--- config.mk ---
export PLATFORM = sky130hd
export DESIGN_NAME = vld_addr_gen
export DESIGN_NICKNAME = d
export VERILOG_FILES = /design/src/rtl/vld_addr_pkg.sv /design/src/rtl/vld_elem_seq.sv /design/src/rtl/vld_addr_unit.sv /design/src/rtl/vld_addr_gen.sv
export SDC_FILE = /design/constraint.sdc
export NUM_CORES = 1
export LEC_CHECK = 0
export ABC_AREA = 0
export BUFFER_PORTS_ARGS = -buffer_cell sky130_fd_sc_hd__buf_4
export CAP_MARGIN = 20
export CORE_UTILIZATION = 45
export DETAILED_ROUTE_END_ITERATION = 8
export PLACE_DENSITY = 0.75
export RECOVER_POWER = 100
export SYNTH_ARGS = -nofsm -noshare
export SYNTH_HDL_FRONTEND = slang
export SYNTH_HIERARCHICAL = 1
export SYNTH_SLANG_ARGS = --single-unit
--- constraint.sdc ---
create_clock -name clk -period 7.6 [get_ports clk]
set_clock_uncertainty 0.15 [all_clocks]
set_input_delay 1.52 -clock clk [delete_from_list [all_inputs] [get_ports clk]]
set_output_delay 1.52 -clock clk [all_outputs]
set_load 0.05 [all_outputs]
--- src/rtl/vld_addr_pkg.sv ---
package vld_addr_pkg;
  typedef enum logic [1:0] {
    AM_UNIT   = 2'd0,
    AM_STRIDE = 2'd1,
    AM_INDEX  = 2'd2,
    AM_RSVD   = 2'd3
  } amode_t;

  // width code selection: indexed records use the configured width
  function automatic logic [1:0] pick_wcode(amode_t m, logic [1:0] enc_w, logic [1:0] cfg_w);
    return (m == AM_INDEX) ? cfg_w : enc_w;
  endfunction
endpackage

--- src/rtl/vld_elem_seq.sv ---
module vld_elem_seq #(
  parameter int VL_MAX = 64,
  parameter int NF_W   = 3,
  localparam int VL_W  = $clog2(VL_MAX + 1),
  localparam int MI_W  = (VL_MAX > 1) ? $clog2(VL_MAX) : 1
) (
  input  logic              clk,
  input  logic              rst_n,
  input  logic              start,
  input  logic [VL_W-1:0]   cfg_vl,
  input  logic [NF_W-1:0]   cfg_nf,
  input  logic [VL_MAX-1:0] cfg_mask,
  input  logic              beat_fire,
  input  logic              skip,
  output logic [VL_W-1:0]   elem,
  output logic [NF_W-1:0]   field,
  output logic              at_end,
  output logic              elem_on,
  output logic              elem_adv
);
  logic last_field;

  assign at_end     = (elem == cfg_vl);
  assign elem_on    = cfg_mask[elem[MI_W-1:0]];
  assign last_field = (field == cfg_nf);
  assign elem_adv   = skip | (beat_fire & last_field);

  always_ff @(posedge clk) begin
    if (!rst_n) begin
      elem  <= '0;
      field <= '0;
    end else if (start) begin
      elem  <= '0;
      field <= '0;
    end else if (elem_adv) begin
      elem  <= elem + VL_W'(1);
      field <= '0;
    end else if (beat_fire) begin
      field <= field + NF_W'(1);
    end
  end
endmodule

--- src/rtl/vld_addr_unit.sv ---
module vld_addr_unit
  import vld_addr_pkg::*;
#(
  parameter int AW   = 64,
  parameter int NF_W = 3
) (
  input  logic            clk,
  input  logic            rst_n,
  input  logic            start,
  input  logic [AW-1:0]   start_base,
  input  amode_t          mode,
  input  logic [AW-1:0]   base,
  input  logic [AW-1:0]   stride,
  input  logic [1:0]      wcode,
  input  logic [NF_W-1:0] nf_m1,
  input  logic [NF_W-1:0] field,
  input  logic            elem_adv,
  input  logic            idx_fire,
  input  logic [AW-1:0]   idx_data,
  output logic            idx_have,
  output logic [AW-1:0]   addr
);
  logic [AW-1:0]  rec_start;
  logic [AW-1:0]  rec_step;
  logic [NF_W:0]  nf_cnt;

  assign nf_cnt = {1'b0, nf_m1} + (NF_W + 1)'(1);

  generate
    if (AW > NF_W + 1) begin : g_step
      always_comb begin
        if (mode == AM_STRIDE) rec_step = stride;
        else                   rec_step = {{(AW-NF_W-1){1'b0}}, nf_cnt} << wcode;
      end
      assign addr = rec_start + ({{(AW-NF_W){1'b0}}, field} << wcode);
    end else begin : g_step_narrow
      always_comb begin
        if (mode == AM_STRIDE) rec_step = stride;
        else                   rec_step = AW'(nf_cnt) << wcode;
      end
      assign addr = rec_start + (AW'(field) << wcode);
    end
  endgenerate

  always_ff @(posedge clk) begin
    if (!rst_n) begin
      rec_start <= '0;
      idx_have  <= 1'b0;
    end else if (start) begin
      rec_start <= start_base;
      idx_have  <= 1'b0;
    end else if (idx_fire) begin
      rec_start <= base + idx_data;
      idx_have  <= 1'b1;
    end else if (elem_adv) begin
      if (mode != AM_INDEX) rec_start <= rec_start + rec_step;
      idx_have <= 1'b0;
    end
  end
endmodule

--- src/rtl/vld_addr_gen.sv ---
module vld_addr_gen
  import vld_addr_pkg::*;
#(
  parameter int AW     = 64,
  parameter int VL_MAX = 64,
  parameter int NF_MAX = 8,
  localparam int VL_W  = $clog2(VL_MAX + 1),
  localparam int NF_W  = (NF_MAX > 1) ? $clog2(NF_MAX) : 1
) (
  input  logic              clk,
  input  logic              rst_n,
  input  logic              cmd_valid,
  output logic              cmd_ready,
  input  logic [1:0]        cmd_mode,
  input  logic [AW-1:0]     cmd_base,
  input  logic [AW-1:0]     cmd_stride,
  input  logic [1:0]        cmd_eew,
  input  logic [1:0]        cmd_sew,
  input  logic [NF_W-1:0]   cmd_nf,
  input  logic [VL_W-1:0]   cmd_vl,
  input  logic [VL_MAX-1:0] cmd_mask,
  input  logic              idx_valid,
  output logic              idx_ready,
  input  logic [AW-1:0]     idx_data,
  output logic              req_valid,
  input  logic              req_ready,
  output logic [AW-1:0]     req_addr,
  output logic [VL_W-1:0]   req_elem,
  output logic [NF_W-1:0]   req_field,
  output logic              done
);
  logic              busy;
  amode_t            mode_r;
  logic [AW-1:0]     base_r, stride_r;
  logic [1:0]        wcode_r;
  logic [NF_W-1:0]   nf_r;
  logic [VL_W-1:0]   vl_r;
  logic [VL_MAX-1:0] mask_r;

  logic start, at_end, elem_on, elem_adv, idx_have;
  logic beat_fire, skip, idx_fire, is_idx;
  logic [VL_W-1:0] elem;
  logic [NF_W-1:0] field;

  assign cmd_ready = !busy;
  assign start     = cmd_valid && !busy;
  assign is_idx    = (mode_r == AM_INDEX);

  assign idx_ready = busy && !at_end && is_idx && !idx_have;
  assign idx_fire  = idx_ready && idx_valid;
  assign req_valid = busy && !at_end && elem_on && (!is_idx || idx_have);
  assign beat_fire = req_valid && req_ready;
  assign skip      = busy && !at_end && !elem_on && (!is_idx || idx_have);
  assign req_elem  = elem;
  assign req_field = field;

  always_ff @(posedge clk) begin
    if (!rst_n) begin
      busy     <= 1'b0;
      done     <= 1'b0;
      mode_r   <= AM_UNIT;
      base_r   <= '0;
      stride_r <= '0;
      wcode_r  <= '0;
      nf_r     <= '0;
      vl_r     <= '0;
      mask_r   <= '0;
    end else begin
      done <= 1'b0;
      if (start) begin
        busy     <= 1'b1;
        mode_r   <= amode_t'(cmd_mode);
        base_r   <= cmd_base;
        stride_r <= cmd_stride;
        wcode_r  <= pick_wcode(amode_t'(cmd_mode), cmd_eew, cmd_sew);
        nf_r     <= cmd_nf;
        vl_r     <= cmd_vl;
        mask_r   <= cmd_mask;
      end else if (busy && at_end) begin
        busy <= 1'b0;
        done <= 1'b1;
      end
    end
  end

  vld_elem_seq #(.VL_MAX(VL_MAX), .NF_W(NF_W)) u_seq (
    .clk       (clk),
    .rst_n     (rst_n),
    .start     (start),
    .cfg_vl    (vl_r),
    .cfg_nf    (nf_r),
    .cfg_mask  (mask_r),
    .beat_fire (beat_fire),
    .skip      (skip),
    .elem      (elem),
    .field     (field),
    .at_end    (at_end),
    .elem_on   (elem_on),
    .elem_adv  (elem_adv)
  );

  vld_addr_unit #(.AW(AW), .NF_W(NF_W)) u_addr (
    .clk        (clk),
    .rst_n      (rst_n),
    .start      (start),
    .start_base (cmd_base),
    .mode       (mode_r),
    .base       (base_r),
    .stride     (stride_r),
    .wcode      (wcode_r),
    .nf_m1      (nf_r),
    .field      (field),
    .elem_adv   (elem_adv),
    .idx_fire   (idx_fire),
    .idx_data   (idx_data),
    .idx_have   (idx_have),
    .addr       (req_addr)
  );
endmodule

==> results of run 1 <==
critical path, delay by kind of cell, from the launching register on:
kind	cells	cell delay (ns)
muxes	1	0.14
buffers and inverters	1	0.22
adders and majority gates	1	0.44
xor gates and xnor gates	1	0.17
AOI/OAI and AO/OA	3	0.50
and+or+nand+nor	7	2.52
DFF	1	0.65
cells by family after synthesis:
kind of cell,Yosys count
AND/OR/NAND/NOR,1118
AO/OA/AOI/OAI,859
flip-flops,283
buffers and inverters,229
XOR/XNOR,200
adder cells (fa/ha/maj),138
multiplexers,35
final cells by class:
type	instances	area (µm²)	area share [%]
repair buffers	371	2541	10.10
multi-input cells	2350	14860	59.05
clock buffers	48	1006	3.997
well taps	607	759.5	3.018
clock inverters	14	127.6	0.5071
inverters	53	206.4	0.8203
flip-flops and latches	283	5665	22.51
report_power, final:
part | leakage [µW] | total, µW | switching (µW) | internal, µW
logic | 0.00749 | 1260 | 799 | 465
registers | 0.00232 | 1720 | 121 | 1590
clock network | 0.000559 | 1670 | 702 | 968
total | 0.0104 | 4650 | 1620 | 3030
per-layer routing:
layer | share of wire, % | track usage (%) | up-vias
li1 | - | - | 10550
met1 | 45 | 40.57 | 10160
met2 | 44 | 46.58 | 871
met3 | 7.7 | 3.904 | 144
met4 | 3.7 | 10.85 | 0
met5 | 0 | 0 | -
synthesized netlist by cell type (14+ instances only):
library cell	instances
nand3_1	40
o21a_1	20
a211oi_1	24
o21bai_1	28
a21boi_0	118
nor3_1	33
ha_1	135
nand2b_1	17
a31oi_1	16
o31ai_1	14
xnor2_1	129
o21ai_0	119
xor2_1	71
a21o_1	58
a21oi_1	204
and2_1	70
nor2_1	162
and3_1	24
o211ai_1	29
clkbuf_1	103
a21boi_1	100
nor2b_1	18
dfxtp_1	283
buf_2	44
nand4_1	53
o221ai_1	35
nand2_1	645
mux2i_1	16
inv_1	50
registers in the layout (all words and copies together) (netlist names), 3 cells and up:
signal	cells
u_seq/field	3
stride_r	64
mask_r	64
u_seq/elem	7
u_addr/rec_start	64
nf_r	3
base_r	64
vl_r	7
through the flow:
stage | total power (µW) | util, % | setup WS [ns] | instances | instance area [µm²]
floorplan | 2579 | - | 2.143 | 2862 | 21580
global placement | 3010 | 51.74 | 1.861 | 3663 | 24290
detailed placement | 3015 | 51.74 | 1.721 | 3663 | 24290
CTS | 4688 | 54.16 | 1.124 | 3725 | 25430
global route | 4843 | 53.60 | 0.4807 | 3726 | 25170
finish | 4648 | 53.60 | 0.7307 | 3726 | 25170
worst max-delay path by stage:
stage / from / cells past startpoint / endpoint / slack (ns)
3_5_place_dp: wcode_r[0]$_SDFFE_PN0P_ / 14 / req_addr[54] / 1.72
3_3_place_gp: wcode_r[0]$_SDFFE_PN0P_ / 14 / req_addr[54] / 1.86
2_1_floorplan: u_seq/field[0]$_SDFFE_PP0P_ / 13 / req_addr[22] / 2.14
5_1_grt: wcode_r[0]$_SDFFE_PN0P_ / 14 / req_addr[54] / 0.48
4_1_cts: wcode_r[0]$_SDFFE_PN0P_ / 14 / req_addr[60] / 1.12
6_report: wcode_r[0]$_SDFFE_PN0P_ / 14 / req_addr[60] / 0.73
==> impl_results.md, run 1 <==
- Final Net Count: 3509
- RSZ-0062 raised after global routing: false
- Final hold vios: 0
- Pins Over Slew Limit: 247
- EDFF count, synth: 0
- Hold path depth: 2
- WP data arrival: 5.20 ns
- Vias in the first global route: slightly above 20000
- Most common cell after layout, fill and taps aside: nand2_1
- Worst Max-Slew Pin Slew: 2.904 ns
- Worst path required time: 5.93 ns
- Launch point of the worst reg-to-reg path: u_seq/elem[0]$_SDFFE_PP0P_
- Hold EP: mask_r[60]$_SDFFE_PN0P_
- Crit path largest cell delay: 0.90 ns
- CTS Buf Count: 35
- Pwr/cell area: 184.7 nW/µm²
- Post-synth top area share: 26.26%
- DR vias: 21730
- Hold-fix buffers, CTS: 0
- Area Overhead vs Synth: 16.64%
- Hold wc startpoint: mask_r[60]$_SDFFE_PN0P_
- Wirelength, routed: approximately 74000 µm
- Floorplan row count: 79
- Worst-Skew Late Latency: 0.55 ns
- Fmax: 0.1456 GHz
- Num Clock Sinks: 283
- FFs w/ async S/R, synth: 0%
- Syn_nets: 3277
- Setup-failing EPs final: 0
- CORE AREA: 46950 µm²
- Worst-path fanout max: 18
- Global-route wire length before repair: 114100 µm
- Post-synthesis mux area share: 2.621%
- Outcome: complete, but fails checks
- CP startpoint kind: register
- # diodes: 0
- Synth Area in Adders: approximately 8.1%
- Syn Area/Cell: 7.539 µm²
- Synth Area in XOR/XNOR: 8.118%
- H-tree depth: 2
- Post-synth cell types: 94
- GRT Total Usage: 29.38%
- Cts repair resizes: 0
- Grt ovf: 0
- Commonest cells after routing, fill and taps aside: 645 x nand2_1, 296 x buf_4, 283 x dfxtp_1
- Initial antenna violation count: 0
- Fin Setup TNS: 0 ns
- Fraction of the mapped netlist area in compound gates: 27.00%
- Post-synth top area cell: dfxtp_1
- Initial DRC Count: between 1500 and 2000
- Synth Area in Simple Gates: 23.03%
- Seq/Total Area, Yosys: 26.26%
- Vias per cell: approximately 6
- Max VDD drop: between 0.15 and 0.2 mV
- HP Class: register to register
- Initial cell density of the core: 45.96%
- Slew HR: -93.62%
- Final worst path period need: 6.869 ns
- Largest family of logic cells by synthesized area: compound AO/OA/AOI/OAI gates
- Max Cap Violations: 4
- Hold_ws: 0.3027 ns
- HPWL after detailed placement: 57060 µm
- Fillers: 4655
- Die X-Extent: roughly 220 µm
- DRT antenna net count: 0
- Worst path most repeated cell: o21ai_0
- IO Pins: between 300 and 400
- Worst Reg-to-Reg Cells: 17
- Remaining DRCs: 0
- Reg2reg setup slack: 0.95 ns
- Die Ht: 221.0 µm
- Final worst-path cycle share: 90.39%
- Wire per inst: 19.81 µm
- Synth area leaders: dfxtp_1 26%, nand2_1 11%, ha_1 7.8%
- Main synth FF type: dfxtp_1
- RD Place Congestion: just over 1
- Synth Register Bits: 283
- Gate Count Post-Synth: 2862
- Slowest stage cell, crit path: nor3_1
- Largest net degree at the start of global routing: 112
- Clock transition at path regs: 0.06 ns
- Syn. warnings: 6
- Root Driver: clkbuf_16
- LEAKAGE: just over 0.01 µW
- Failing checks: max-capacitance violations, max-slew violations
- Setup crit end kind: output port
- Cell Area, Synth: 21580 µm²
- DIE AREA: about 50000 µm²
- Share of cells above drive strength 1: 13.15%
- Endpoint of the worst register-to-register path: u_addr/rec_start[54]$_SDFFE_PN0P_
- Post-CTS setup buffers: 0
- TritonCTS clock tree: yes
- Clock tree buffer depth: 3
- Setup CP Type: register to output port
- Critical Path, Cell by Cell: mux2i_1 > or2_2 > fa_1 > nor2b_1 > o21ai_0 > a21boi_0 > o21ai_0 > nand2b_1 > nand3_1 > nor3_1 > nand3_2 > nor2_1 > xor2_1 > buf_4
- Count of input and output buffers: 354
- Pre-antenna DRT Iters: 6
Note: power is estimated with default switching activity, not from simulation.
==> run 2: changes to the inputs <==
CTS_BUF_LIST = sky130_fd_sc_hd__clkbuf_4 sky130_fd_sc_hd__clkbuf_8   (was not set)
==> run 2 against run 1 <==
The flow still finishes with violations (max-capacitance violations, max-slew violations). Clock power is essentially flat. Sequential share of layout area decreased by 0.056 points. Global-route usage grew 0.051 points. Wire length barely moved. Register-to-register slack about the same. Largest cell class unchanged. Critical endpoint unchanged. Critical path depth unchanged. Setup slack lost 0.15 ns.
==> impl_results.md, run 2 (synthesized netlist as in run 1, its figures left out) <==
- Outcome: complete, but fails checks
- Failing checks: max-capacitance violations, max-slew violations
- Die X-Extent: between 200 and 250 µm
- Commonest cells after routing, fill and taps aside: 645 x nand2_1, 295 x buf_4, 283 x dfxtp_1
- Pre-antenna DRT Iters: 6
- Clock transition at path regs: 0.06 ns
- Hold path depth: 2
- Pwr/cell area: 185.0 nW/µm²
- Share of cells above drive strength 1: 14.10%
- CTS Buf Count: 51
- Worst path required time: 5.93 ns
- Largest net degree at the start of global routing: 112
- Met2 Usage GRT: about 47%
- Total power: 4666 µW
- Initial antenna violation count: 0
- Count of input and output buffers: around 350
- Final worst-path cycle share: 92.34%
- Final hold vios: 0
- Fmax: 0.1425 GHz
- Endpoint of the worst register-to-register path: u_addr/rec_start[54]$_SDFFE_PN0P_
- HPWL after detailed placement: approximately 57000 µm
- DRT antenna net count: 0
- Max Cap Violations: 6
- Area Overhead vs Synth: 16.93%
- Final worst path period need: 7.018 ns
- Hold EP: mask_r[60]$_SDFFE_PN0P_
- WP data arrival: 5.35 ns
- Num Clock Sinks: 283
- Most common cell after layout, fill and taps aside: nand2_1
- CP startpoint kind: register
- Initial DRC Count: about 1700
- Max VDD drop: between 0.15 and 0.2 mV
- Grt met3 use: slightly above 4%
- Fin Setup TNS: 0 ns
- Root Driver: clkbuf_8
- Pins Over Slew Limit: 355
- Worst-Skew Late Latency: around 0.65 ns
- Setup CP Type: register to output port
- Vias per cell: between 5 and 6
- Launch point of the worst reg-to-reg path: u_seq/elem[0]$_SDFFE_PP0P_
- Initial cell density of the core: approximately 46%
- Remaining DRCs: 0
- Reg2reg setup slack: 0.95 ns
- Grt ovf: 0
- TritonCTS clock tree: yes
- Met1 Track Usage GR: 40.43%
- Die Ht: 221.0 µm
- Floorplan row count: 79
- Final Net Count: 3525
- Worst Max-Slew Pin Slew: 3.224 ns
- Clock tree buffer depth: 3
- Vias in the first global route: 20760
- # diodes: 0
- DIE AREA: 48830 µm²
- Setup-failing EPs final: 0
- RD Place Congestion: 1.024
- LEAKAGE: approximately 0.010 µW
- Hold wc startpoint: mask_r[60]$_SDFFE_PN0P_
- Global-route wire length before repair: 114200 µm
- CORE AREA: 46950 µm²
- Post-CTS setup buffers: 0
- Hold-fix buffers, CTS: 0
- GRT Total Usage: 29.43%
- H-tree depth: 2
- Wirelength, routed: 73760 µm
- RSZ-0062 raised after global routing: false
- Worst-path fanout max: 18
- GR peak layer: met2
- DR vias: 21770
- Worst Reg-to-Reg Cells: 17
- HP Class: register to register
- Cts repair resizes: 0
- Setup crit end kind: output port
- Slew HR: -114.9%
- Wire per inst: slightly below 20 µm
- IO Pins: 355
-- run 2: cell count changes in the layout (fill, tap and decap cells not counted), moves of 2 or more --
cell	delta
clkinv_4	-2
bufinv_16	+4
clkbuf_16	-36
clkbuf_1	-4
clkbuf_8	+59
clkbuf_4	+13
-- run 2: area by class of cell --
type | instances | area (µm²)
timing repair buffer | 371 | 2536
sequential | 283 | 5665
fill | 4650 | 21720
multi-input combinational | 2350 | 14860
clock inverter | 14 | 209.0
inverter | 53 | 206.4
clock buffer | 78 | 992.2
tap | 607 | 759.5
-- run 2: worst max path at each step --
stage / start / end / depth (start not counted)
2_1_floorplan: u_seq/field[0]$_SDFFE_PP0P_ / req_addr[22] / 13
3_3_place_gp: wcode_r[0]$_SDFFE_PN0P_ / req_addr[54] / 14
3_5_place_dp: wcode_r[0]$_SDFFE_PN0P_ / req_addr[54] / 14
4_1_cts: wcode_r[0]$_SDFFE_PN0P_ / req_addr[60] / 14
5_1_grt: wcode_r[0]$_SDFFE_PN0P_ / req_addr[54] / 14
6_report: wcode_r[0]$_SDFFE_PN0P_ / req_addr[60] / 14
-- run 2: critical path, stage by stage (launching register included) --
cell	delay (ns)
dfxtp_1	0.67
mux2i_1	0.14
or2_2	0.32
fa_1	0.44
nor2b_1	0.12
o21ai_0	0.11
a21boi_0	0.27
o21ai_0	0.13
nand2b_1	0.39
nand3_1	0.32
nor3_1	0.90
nand3_2	0.30
nor2_1	0.19
xor2_1	0.17
buf_4	0.22
-- run 2: routing by layer --
layer,wire (µm),up-vias
li1,-,10600
met1,32750,10140
met2,32510,887
met3,5796,149
met4,2698,0
met5,0,-
-- run 2: where the power goes --
group / switching (µW) / internal (µW)
combinational: 797 / 466
clock: 685 / 1000
sequential: 121 / 1590
-- run 2: per-stage QoR --
stage          instance area (µm²)  util [%]  hold WS (ns)  setup slack, ns  cells
4_1_cts                      25490     54.30        0.2982            1.023   3755
3_3_place_gp                 24290     51.74        0.2863            1.861   3663
2_1_floorplan                21580         -        0.2805            2.143   2862
3_5_place_dp                 24290     51.74        0.2904            1.721   3663
5_1_grt                      25230     53.73        0.3179           0.3846   3756
6_report                     25230     53.73        0.3060           0.5822   3756
